==> config.mk <==
export PLATFORM = sky130hd
export DESIGN_NAME = adc_byte_handshake
export DESIGN_NICKNAME = d
export VERILOG_FILES = /design/src/rtl/adc_hs_pkg.sv /design/src/rtl/adc_hs_result_latch.sv /design/src/rtl/adc_hs_seq.sv /design/src/rtl/adc_hs_lane_gate.sv /design/src/rtl/adc_byte_handshake.sv
export SDC_FILE = /design/constraint.sdc
export NUM_CORES = 1
export LEC_CHECK = 0
export BUFFER_PORTS_ARGS = -buffer_cell sky130_fd_sc_hd__buf_2
export CAP_MARGIN = 20
export CORE_MARGIN = 1
export CORE_UTILIZATION = 30
export DETAILED_ROUTE_END_ITERATION = 7
export GPL_ROUTABILITY_DRIVEN = 1
export SLEW_MARGIN = 25
export SYNTH_ARGS = -nofsm -noshare
export SYNTH_HDL_FRONTEND = slang
export SYNTH_HIERARCHICAL = 1
export SYNTH_SLANG_ARGS = --single-unit
==> constraint.sdc <==
create_clock -name clk -period 2.85 [get_ports clk]
set_clock_uncertainty 0.05 [all_clocks]
set_input_delay 0.4275 -clock clk [delete_from_list [all_inputs] [get_ports clk]]
set_output_delay 0.4275 -clock clk [all_outputs]
set_load 0.01 [all_outputs]
==> src/rtl/adc_hs_pkg.sv <==
package adc_hs_pkg;

    typedef enum logic [2:0] {
        ST_DIRECT,
        ST_WAIT,
        ST_ARM,
        ST_ON,
        ST_ON2,
        ST_HOLD,
        ST_ACK
    } hs_state_t;

    typedef struct packed {
        logic        pol;
        logic        ovr;
        logic [15:0] mag;
    } result_t;

    function automatic int lane_count(int res_bits);
        return (res_bits == 16) ? 3 : 2;
    endfunction

    function automatic logic [7:0] lane_byte(result_t r, int res_bits, int k);
        logic [7:0] b;
        if (k == 0) begin
            if (res_bits == 16) b = {r.pol, r.ovr, 6'b000000};
            else                b = {r.pol, r.ovr, r.mag[13:8]};
        end else if (k == lane_count(res_bits) - 1) begin
            b = r.mag[7:0];
        end else begin
            b = r.mag[15:8];
        end
        return b;
    endfunction

endpackage

==> src/rtl/adc_hs_result_latch.sv <==
module adc_hs_result_latch
    import adc_hs_pkg::*;
#(
    parameter int RES_BITS = 16
) (
    input  logic                clk,
    input  logic                rst,
    input  logic                load,
    input  logic                pol,
    input  logic                ovr,
    input  logic [RES_BITS-1:0] data,
    output result_t             q
);
    always_ff @(posedge clk) begin
        if (rst) begin
            q <= '0;
        end else if (load) begin
            q.pol <= pol;
            q.ovr <= ovr;
            q.mag <= 16'(data);
        end
    end
endmodule

==> src/rtl/adc_hs_seq.sv <==
module adc_hs_seq
    import adc_hs_pkg::*;
#(
    parameter int NB = 3,
    localparam int IW = (NB > 1) ? $clog2(NB) : 1
) (
    input  logic          clk,
    input  logic          rst,
    input  logic          latch_req,
    input  logic          mode_in,
    input  logic          send_en,
    output logic          hs_active,
    output logic          cclk,
    output logic          ce_n,
    output logic [NB-1:0] ben_n,
    output logic [NB-1:0] lane_on
);
    hs_state_t     st;
    logic [IW-1:0] idx;
    logic          cclk_q;
    logic          mode_d;
    logic          is_fall;
    logic          start;

    assign is_fall = cclk_q;
    assign start   = mode_in & (latch_req | ~mode_d);

    always_ff @(posedge clk) begin
        if (rst) begin
            cclk_q <= 1'b0;
            mode_d <= 1'b0;
            st     <= ST_DIRECT;
            idx    <= '0;
        end else begin
            cclk_q <= ~cclk_q;
            mode_d <= mode_in;
            unique case (st)
                ST_DIRECT: if (start) begin
                    st  <= ST_WAIT;
                    idx <= '0;
                end
                ST_WAIT:   if (is_fall && send_en) st <= ST_ARM;
                ST_ARM:    st <= ST_ON;
                ST_ON:     st <= ST_ON2;
                ST_ON2:    st <= ST_HOLD;
                ST_HOLD:   if (is_fall && send_en) st <= ST_ACK;
                ST_ACK: begin
                    if (idx == IW'(NB - 1)) begin
                        st <= ST_DIRECT;
                    end else begin
                        idx <= idx + 1'b1;
                        st  <= ST_ON;
                    end
                end
                default:   st <= ST_DIRECT;
            endcase
        end
    end

    always_comb begin
        hs_active = (st != ST_DIRECT);
        cclk      = cclk_q;
        ce_n      = ~((st == ST_ON) || (st == ST_ON2));
        ben_n     = '1;
        lane_on   = '0;
        if (st == ST_ON || st == ST_ON2 || st == ST_HOLD || st == ST_ACK)
            ben_n[idx] = 1'b0;
        if (st == ST_ON || st == ST_ON2 || st == ST_HOLD)
            lane_on[idx] = 1'b1;
    end
endmodule

==> src/rtl/adc_hs_lane_gate.sv <==
module adc_hs_lane_gate #(
    parameter int NB = 3
) (
    input  logic          hs_active,
    input  logic          hs_ce_n,
    input  logic [NB-1:0] hs_ben_n,
    input  logic [NB-1:0] hs_lane_on,
    input  logic          ce_ld_in,
    input  logic [NB-1:0] ben_in,
    output logic          ce_ld_out,
    output logic [NB-1:0] ben_out,
    output logic [NB-1:0] byte_oe
);
    assign ce_ld_out = hs_active ? hs_ce_n  : 1'b1;
    assign ben_out   = hs_active ? hs_ben_n : '1;

    for (genvar k = 0; k < NB; k++) begin : g_lane
        assign byte_oe[k] = hs_active ? hs_lane_on[k] : (~ce_ld_in & ~ben_in[k]);
    end
endmodule

==> src/rtl/adc_byte_handshake.sv <==
module adc_byte_handshake
    import adc_hs_pkg::*;
#(
    parameter int RES_BITS = 16,
    localparam int NB = lane_count(RES_BITS)
) (
    input  logic                clk,
    input  logic                rst,
    input  logic                latch_req,
    input  logic                res_pol,
    input  logic                res_ovr,
    input  logic [RES_BITS-1:0] res_data,
    input  logic                mode_in,
    input  logic                send_en,
    input  logic                ce_ld_in,
    input  logic [NB-1:0]       ben_in,
    output logic                ce_ld_out,
    output logic [NB-1:0]       ben_out,
    output logic                ctl_oe,
    output logic                cclk,
    output logic [NB-1:0]       byte_oe,
    output logic [8*NB-1:0]     lane_data,
    output logic                latch_inhibit
);
    result_t       res_q;
    logic          hs_active;
    logic          hs_ce_n;
    logic [NB-1:0] hs_ben_n;
    logic [NB-1:0] hs_lane_on;

    adc_hs_result_latch #(.RES_BITS(RES_BITS)) latch_i (
        .clk  (clk),
        .rst  (rst),
        .load (latch_req & ~hs_active),
        .pol  (res_pol),
        .ovr  (res_ovr),
        .data (res_data),
        .q    (res_q)
    );

    adc_hs_seq #(.NB(NB)) seq_i (
        .clk       (clk),
        .rst       (rst),
        .latch_req (latch_req),
        .mode_in   (mode_in),
        .send_en   (send_en),
        .hs_active (hs_active),
        .cclk      (cclk),
        .ce_n      (hs_ce_n),
        .ben_n     (hs_ben_n),
        .lane_on   (hs_lane_on)
    );

    adc_hs_lane_gate #(.NB(NB)) gate_i (
        .hs_active  (hs_active),
        .hs_ce_n    (hs_ce_n),
        .hs_ben_n   (hs_ben_n),
        .hs_lane_on (hs_lane_on),
        .ce_ld_in   (ce_ld_in),
        .ben_in     (ben_in),
        .ce_ld_out  (ce_ld_out),
        .ben_out    (ben_out),
        .byte_oe    (byte_oe)
    );

    for (genvar k = 0; k < NB; k++) begin : g_fmt
        assign lane_data[8*k +: 8] = lane_byte(res_q, RES_BITS, k);
    end

    assign ctl_oe        = hs_active;
    assign latch_inhibit = hs_active;
endmodule

==> impl_metrics.toml, run 1 <==
[floorplan]
coreArea_sq_um = 3770
start_util_pct = 32.4
fp.dieArea_sq_um = 4330
fp.dieH_um = 65.8
die_x_um = 65.8
io_pins = 61
rows = 22

[setup_path]
end_kind = "primary output"
r2r-end = "latch_i/q[4]$_SDFFE_PP0P_"
reg2reg_from = "seq_i/st[0]$_SDFFE_PP0P_"
rrSetupSlack_ps = 730
crit_buf_inv = 2
crit_type = "flip-flop to primary output"
worstRegToRegCells = 5
critPathTopFamily = "buffers and inverters"
critPathLaunch = "seq_i/st[0]$_SDFFE_PP0P_"
cp.required_ps = 2370
start_kind = "flip-flop"
crit_fanout = 13
critical_path.cell_chain = "nor3_2 > inv_1 > o31ai_1 > buf_2"
worstPathArrival_ps = 1740
crit_path_top_delay_cell = "dfxtp_1"
cp_slowest_stage_delay_ps = 420

[status]
status = "complete, no violations"

[sta]
timing.hold.ws_ps = 339
worst_pin_slew_ps = 663
hold_viol_final = 0
rsz0062_at_grt = "false"
period_share_pct = 77.8
max_freq_mhz = 451
max-slew-margin-rel_pct = 55.7
maxSlewViolCount = 0
report.final.setup_viol = 0
layout_setup_ws_ps = 633
min_period_ps = 2220
fin_setup_tns_ps = 0

[routing]
drtPass1Iterations = 4
routed_wl_mm = 2.41
drtIter0Drc = 45
drc = 0
routedWlPerCell_um = 10.8
via_count = 998
viasPerCell = 4.46
final_antenna_net_count = 0

[synth]
yosys-top-cells-area = "dfxtp_1 (41%), mux2i_1 (15%), nor2_1 (6.5%)"
syn_avg_cell_area_sq_um = 9.62
yosys.area.top_type = "dfxtp_1"
synth_top_area_share_pct = 41.0
synth_cells = 127
ys_types = 33
ys_warn_count = 6
yosysSeqAreaShare_pct = 41.0
synth_area_sq_um = 1220
ys_seq_elements = 25

[cells_and_area]
area_growth_pct = 22.5
fillCellCount = 395
most-common-layout-cells = "buf_2 (54), dfxtp_1 (25), nor2_1 (21)"
final_cells = 224
nNetsFinal = 207
drive_gt1_share_pct = 35.2
antennaDiodeCount = 0
final_util_pct = 39.7
final_common_cell = "buf_2"

[power_and_ir_drop]
p_per_area_nw_per_um2 = 482
ir_drop_uv = 444
leakage_nw = 0.705

[job]
max_cap_violations = 0

[global_routing]
busiest_layer = "met2"
use_met2_pct = 17.7
grt_antenna_before_repair = 0
grt_util_met1_pct = 13.5
track_usage_pct = 11.1
grt_max_degree = 27
gr-usage-met3_pct = 4.83
grt-ovfl-total = 0
grt_pass1_wl_mm = 3.66
grt_pass1_vias = 837

[placed_design]
dp_cells = 220
gp_congestion = 0.715
dp_slack_ps = 713
place_hpwl_mm = 1.79
io_buffers = 54

[clock_tree]
cts_resized = 0
cts_tree = "built"
cts_sinks = 25
ctsRootBufferMaster = "clkbuf_8"
post_cts_buffers = 0
h-tree-depth = 1
numCtsBuffers = 3
clk_pin_slew_worst_paths_ps = 90
hold_buffers = 0
clock_latency_ps = 270
clock_path_buffers = 2

[hold_path]
hp-class = "input pin to flip-flop"
holdCritStartpoint = "res_data[13]"
holdPathEnd = "latch_i/q[13]$_SDFFE_PP0P_"
whs_path_depth = 3
## worst min-delay path: stages
cell and delay, ps:
buf_2 70, mux2i_1 50, nor2_1 70
## area by class of cell
cell class / instances / area (sq um) / area share (%)
multi-input combinational: 90 / 608 / 40.6
sequential: 25 / 500 / 33.4
timing repair buffer: 54 / 270 / 18.1
tap: 48 / 60.1 / 4.01
clock buffer: 3 / 41.3 / 2.76
inverter: 3 / 11.3 / 0.753
clock inverter: 1 / 5.00 / 0.334
## state kept, by name, indices dropped and copies added, names as in the netlist
register and flops:
seq_i/cclk 1, seq_i/mode_d 1, seq_i/idx 2, latch_i/q 18, seq_i/st 3
## per-stage QoR
step | power (mW) | cell area [sq um]
finish | 0.721 | 1500
global route | 0.758 | 1500
CTS | 0.733 | 1500
detailed placement | 0.523 | 1450
global placement | 0.522 | 1450
floorplan | 0.490 | 1240
## logic make-up after synthesis
kind of cell | after synthesis | share of synthesized area (%)
XOR/XNOR | 1 | 0.717
multiplexers | 18 | 14.8
AO/OA/AOI/OAI | 12 | 7.07
buffers and inverters | 17 | 10.8
other | 1 | 0.307
AND/OR/NAND/NOR | 50 | 22.3
flip-flops | 25 | 41.0
adder cells (fa/ha/maj) | 3 | 3.07
## routing by layer
metal | wire (um) | up-vias
li1 | - | 509
met1 | 1100 | 453
met2 | 1120 | 34
met3 | 176 | 2
met4 | 13 | 0
met5 | 0 | -
## worst max-delay path by stage
stage                           endpoint  slack (ps)  cells past startpoint
2_1_floorplan                 byte_oe[0]        1000                      4
3_3_place_gp   latch_i/q[5]$_SDFFE_PP0P_         770                      5
3_5_place_dp   latch_i/q[4]$_SDFFE_PP0P_         710                      5
4_1_cts                       byte_oe[2]         610                      4
5_1_grt                       byte_oe[1]         460                      4
6_report                      byte_oe[2]         630                      4
## cells in the mapped netlist
master / instances
a211oi_1: 1
a21oi_1: 3
a221oi_1: 1
a22o_1: 1
a311o_1: 1
a31oi_1: 1
and2_1: 3
buf_12: 1
buf_2: 1
buf_4: 7
buf_6: 3
clkbuf_1: 1
clkbuf_2: 1
conb_1: 1
dfxtp_1: 25
ha_1: 3
inv_1: 3
mux2i_1: 18
nand2_1: 11
nand2b_1: 5
nand2b_4: 1
nand3_1: 1
nand3b_1: 2
nand4b_1: 1
nor2_1: 21
nor2b_1: 1
nor2b_4: 1
nor3_1: 1
nor3_2: 1
nor4bb_4: 1
o21a_1: 1
o31ai_1: 3
xnor2_1: 1
## power by group
group          leakage, nW  switching, mW  internal [mW]
Clock               0.0255          0.110         0.0977
Combinational        0.475         0.0689         0.0593
Sequential           0.205         0.0145          0.370
Total                0.705          0.193          0.527
(Power assumes the default switching activity.)
==> run 2, diff against run 1 <==
- clock period: 2.85 -> 2.32 ns (I/O delays scaled with it)
==> run 2 against run 1 <==
Against the previous run:
- clock power is 24% higher
- via count is 0.30% lower
- wire length is 2.8% lower
- total power is 23% higher
- sequential cell count stayed put
- non-clock buffer count is 1 higher
- clock-buffer cell count stayed put
- largest cell class unchanged
- critical endpoint is now byte_oe[1]
- global-route usage is 0.70 points lower
- first-iteration DRC count is 33% lower
- combinational power is 24% higher
==> impl_metrics.toml, run 2 (synthesis results as in run 1) <==
[power_and_ir_drop]
p_int_mw = 0.651
p_sw_share_pct = 26.8
p_clk_share_pct = 29.0
leakage_nw = 0.707
p_switching_mw = 0.239
p_per_area_nw_per_um2 = 590
ir_drop_uv = 496
p_total_mw = 0.890
comb_power_share_pct = 17.9
power.share.sequential_pct = 53.2

[setup_path]
cp_slowest_stage_delay_ps = 400
cp.required_ps = 1920
worstPathArrival_ps = 1720
start_kind = "flip-flop"
crit_path_top_delay_cell = "dfxtp_1"
crit_type = "flip-flop to primary output"
crit_fanout = 13
critical_path.cell_chain = "nor3_2 > inv_1 > o31ai_1 > buf_2"
rrSetupSlack_ps = 400
r2r-end = "latch_i/q[4]$_SDFFE_PP0P_"
end_kind = "primary output"
reg2reg_from = "seq_i/st[0]$_SDFFE_PP0P_"
worstRegToRegCells = 6

[sta]
period_share_pct = 91.2
layout_setup_ws_ps = 205
min_period_ps = 2110
timing.hold.ws_ps = 258
rsz0062_at_grt = "false"
report.final.setup_viol = 0
maxSlewViolCount = 0
fin_setup_tns_ps = 0
hold_viol_final = 0
max_freq_mhz = 473

[global_routing]
busiest_layer = "met2"
gr-usage-met3_pct = 5.00
track_usage_pct = 10.4
grt_antenna_before_repair = 0
grt_max_degree = 27
grt_pass1_vias = 781
grt_pass1_wl_mm = 3.39
use_met2_pct = 16.3
grt_util_met1_pct = 12.6
grt-ovfl-total = 0

[floorplan]
io_pins = 61
die_x_um = 65.8
start_util_pct = 32.4
coreArea_sq_um = 3770
fp.dieH_um = 65.8
rows = 22
fp.dieArea_sq_um = 4330

[cells_and_area]
largest_registers = "latch_i/q (18), seq_i/st (3), seq_i/idx (2)"
final_common_cell = "buf_2"
area_growth_pct = 23.4
final_util_pct = 39.9
drive_gt1_share_pct = 35.6
largest_register = "latch_i/q"
nNetsFinal = 208
antennaDiodeCount = 0
most-common-layout-cells = "buf_2 (54), dfxtp_1 (25), nor2_1 (21)"
largest_reg_flops = 18

[routing]
routedWlPerCell_um = 10.4
drc = 0
routed_wl_mm = 2.34
final_antenna_net_count = 0
drtPass1Iterations = 4
via_count = 995
drtIter0Drc = 30
viasPerCell = 4.42

[clock_tree]
clock_latency_ps = 270
h-tree-depth = 1
ctsRootBufferMaster = "clkbuf_8"
cts_sinks = 25
clk_pin_slew_worst_paths_ps = 90
cts_resized = 0
post_cts_buffers = 0
cts_tree = "built"
numCtsBuffers = 3
hold_buffers = 0
clock_path_buffers = 2

[job]
max_cap_violations = 0

[placed_design]
dp_slack_ps = 380
gp_congestion = 0.714
place_hpwl_mm = 1.80
io_buffers = 54

[hold_path]
holdPathEnd = "latch_i/q[2]$_SDFFE_PP0P_"
hp-class = "input pin to flip-flop"
holdCritStartpoint = "res_data[2]"
whs_path_depth = 3

[status]
status = "complete, no violations"
run 2: changes by cell type in the layout (fill, tap and decap cells not counted):
cell        previous run  this run
clkinvlp_4             0         1
buf_4                  0         1
clkinv_2               1         0
run 2: how the worst max path moves through the flow:
| stage | start | endpoint | slack [ps] |
|---|---|---|---|
| after detailed placement | seq_i/st[0]$_SDFFE_PP0P_ | latch_i/q[4]$_SDFFE_PP0P_ | 380 |
| final | seq_i/st[0]$_SDFFE_PP0P_ | byte_oe[1] | 210 |
| after global routing | seq_i/st[0]$_SDFFE_PP0P_ | byte_oe[2] | 70 |
| after floorplan | seq_i/st[0]$_SDFFE_PP0P_ | byte_oe[0] | 550 |
| after CTS | seq_i/st[0]$_SDFFE_PP0P_ | byte_oe[2] | 170 |
| after global placement | seq_i/st[0]$_SDFFE_PP0P_ | latch_i/q[5]$_SDFFE_PP0P_ | 430 |
run 2: critical path: cells and delay by family, from the launching register on:
family / cells / cell delay [ps]
compound gates: 1 / 290
buf+inv: 2 / 450
flops: 1 / 400
simple gates: 1 / 320
run 2: area by class of cell:
cell class                      instances  area [sq um]
Timing Repair Buffer                   55           278
Fill cell                             391          2260
Tap cell                               48          60.1
Multi-Input combinational cell         90           608
Clock inverter                          1          7.51
Clock buffer                            3          41.3
Inverter                                3          11.3
Sequential cell                        25           500
run 2: per-layer routing:
| layer | vias to the layer above | routed length, um |
|---|---|---|
| li1 | 511 | - |
| met1 | 453 | 1110 |
| met2 | 29 | 1060 |
| met3 | 2 | 156 |
| met4 | 0 | 13 |
| met5 | - | 0 |
run 2: metrics by stage:
step / std cells / instance area, sq um
after floorplan: 132 / 1240
after global placement: 221 / 1460
after detailed placement: 221 / 1460
after CTS: 225 / 1510
after global routing: 225 / 1510
final: 225 / 1510
run 2: power by group through the flow:
stage | combinational [mW] | clock, mW | sequential [mW]
finish | 0.159 | 0.258 | 0.473
CTS | 0.161 | 0.269 | 0.473
global placement | 0.160 | 0 | 0.483
floorplan | 0.110 | 0 | 0.492
global route | 0.176 | 0.283 | 0.476
detailed placement | 0.161 | 0 | 0.483
==> run 3, diff against run 2 <==
- CELL_PAD_IN_SITES_DETAIL_PLACEMENT: not set -> 1
- CELL_PAD_IN_SITES_GLOBAL_PLACEMENT: not set -> 1
- PLACE_DENSITY_LB_ADDON: not set -> 0.1
- clock period: 2.32 -> 2.4 ns (I/O delays scaled with it)
==> run 3 against run 2 <==
Against the previous run:
- utilization increased by 0.33 points
- sequential share of layout area decreased by 0.27 points
- sequential power down 3%
- critical path type unchanged
- highest routed layer unchanged
- non-clock buffer count unchanged
- clock-buffer cell count is the same
- final cell count did not move
- critical endpoint is now byte_oe[2]
- sequential cell count is the same
==> impl_metrics.toml, run 3 (synthesis results as in run 1) <==
[status]
status = "complete, no violations"

[setup_path]
end_kind = "primary output"
crit_fanout = 13
r2r-end = "latch_i/q[12]$_SDFFE_PP0P_"
cp.required_ps = 1990
start_kind = "flip-flop"
rrSetupSlack_ps = 380
reg2reg_from = "seq_i/st[0]$_SDFFE_PP0P_"
worstRegToRegCells = 6
crit_type = "flip-flop to primary output"
worstPathArrival_ps = 1760

[cells_and_area]
multi_input_area_sq_um = 608
most-common-layout-cells = "buf_2 (54), dfxtp_1 (25), nor2_1 (21)"
largest_registers = "latch_i/q (18), seq_i/st (3), seq_i/idx (2)"
fillCellCount = 459
largest_register = "latch_i/q"
ff_latch_area_sq_um = 500
area_growth_pct = 24.4
drive_gt1_share_pct = 35.6
final_util_pct = 40.3
antennaDiodeCount = 0
final_common_cell = "buf_2"
largest_reg_flops = 18
nNetsFinal = 208

[placed_design]
gp_congestion = 0.812
io_buffers = 54
place_hpwl_mm = 2.04

[global_routing]
grt_antenna_before_repair = 0
grt_pass1_vias = 1032
grt-ovfl-total = 0
track_usage_pct = 12.9
grt_pass1_wl_mm = 4.39
grt_max_degree = 27

[floorplan]
fp.dieH_um = 65.8
start_util_pct = 32.4
coreArea_sq_um = 3770
die_x_um = 65.8
io_pins = 61
fp.dieArea_sq_um = 4330
rows = 22

[power_and_ir_drop]
p_int_mw = 0.633
p_per_area_nw_per_um2 = 570
leakage_nw = 0.711
power.share.sequential_pct = 52.9
p_clk_share_pct = 28.7
p_switching_mw = 0.232
comb_power_share_pct = 18.5
p_sw_share_pct = 26.8
ir_drop_uv = 242
p_total_mw = 0.865

[clock_tree]
hold_buffers = 0
numCtsBuffers = 3
clock_path_buffers = 2
clk_pin_slew_worst_paths_ps = 90
h-tree-depth = 1
ctsRootBufferMaster = "clkbuf_8"
post_cts_buffers = 0
cts_resized = 0
cts_tree = "built"
clock_latency_ps = 260
cts_sinks = 25

[hold_path]
holdPathEnd = "latch_i/q[7]$_SDFFE_PP0P_"
holdCritStartpoint = "res_data[7]"
hp-class = "input pin to flip-flop"
whs_path_depth = 3

[job]
max_cap_violations = 0

[routing]
via_count = 1022
routedWlPerCell_um = 11.7
drtIter0Drc = 9
drtPass1Iterations = 5
drc = 0
routed_wl_mm = 2.64
final_antenna_net_count = 0
viasPerCell = 4.54

[sta]
period_share_pct = 90.4
timing.hold.ws_ps = 278
rsz0062_at_grt = "false"
min_period_ps = 2170
max_freq_mhz = 461
report.final.setup_viol = 0
hold_viol_final = 0
maxSlewViolCount = 0
fin_setup_tns_ps = 0
run 3: how the worst max path moves through the flow:
stage                                   startpoint  cells after the start                    endpoint  slack, ps
after floorplan           seq_i/st[0]$_SDFFE_PP0P_                      4                  byte_oe[0]        620
after global routing      seq_i/st[0]$_SDFFE_PP0P_                      4                  byte_oe[0]         30
after detailed placement  seq_i/st[0]$_SDFFE_PP0P_                      6  latch_i/q[14]$_SDFFE_PP0P_        370
final                     seq_i/st[0]$_SDFFE_PP0P_                      4                  byte_oe[2]        230
after global placement    seq_i/st[0]$_SDFFE_PP0P_                      6   latch_i/q[5]$_SDFFE_PP0P_        450
after CTS                 seq_i/st[0]$_SDFFE_PP0P_                      4                  byte_oe[2]        190
run 3: per-layer routing:
layer | track usage (%) | up-vias | part of all wire [%]
met5 | 0 | - | 0
met4 | 4.89 | 0 | 0.76
met3 | 2.24 | 2 | 7.2
met2 | 22.8 | 41 | 48
met1 | 15.3 | 471 | 44
li1 | - | 508 | -
run 3: power groups by stage:
stage / Combinational [mW] / Sequential, mW / Clock [mW]
global placement: 0.159 / 0.466 / 0
floorplan: 0.106 / 0.475 / 0
CTS: 0.163 / 0.458 / 0.261
finish: 0.160 / 0.457 / 0.248
detailed placement: 0.163 / 0.467 / 0
global route: 0.177 / 0.461 / 0.279
run 3: critical path, cell delays in order (launching register included):
cell	delay, ps
dfxtp_1	410
nor3_2	320
inv_1	280
o31ai_1	310
buf_2	170
run 3: area by class of cell:
| type | instances | share of cell area, % |
|---|---|---|
| clock buffer | 3 | 2.72 |
| clock inverter | 1 | 0.494 |
| inverter | 3 | 0.741 |
| multi-input combinational | 90 | 40.0 |
| sequential | 25 | 32.9 |
| tap | 48 | 3.95 |
| timing repair buffer | 55 | 19.1 |
run 3: through the flow:
stage | instance area, sq um | cells | setup WS, ps
final | 1520 | 225 | 231
after global routing | 1520 | 225 | 29.5
after CTS | 1520 | 225 | 189
after detailed placement | 1470 | 221 | 371
after global placement | 1470 | 221 | 445
after floorplan | 1240 | 132 | 621
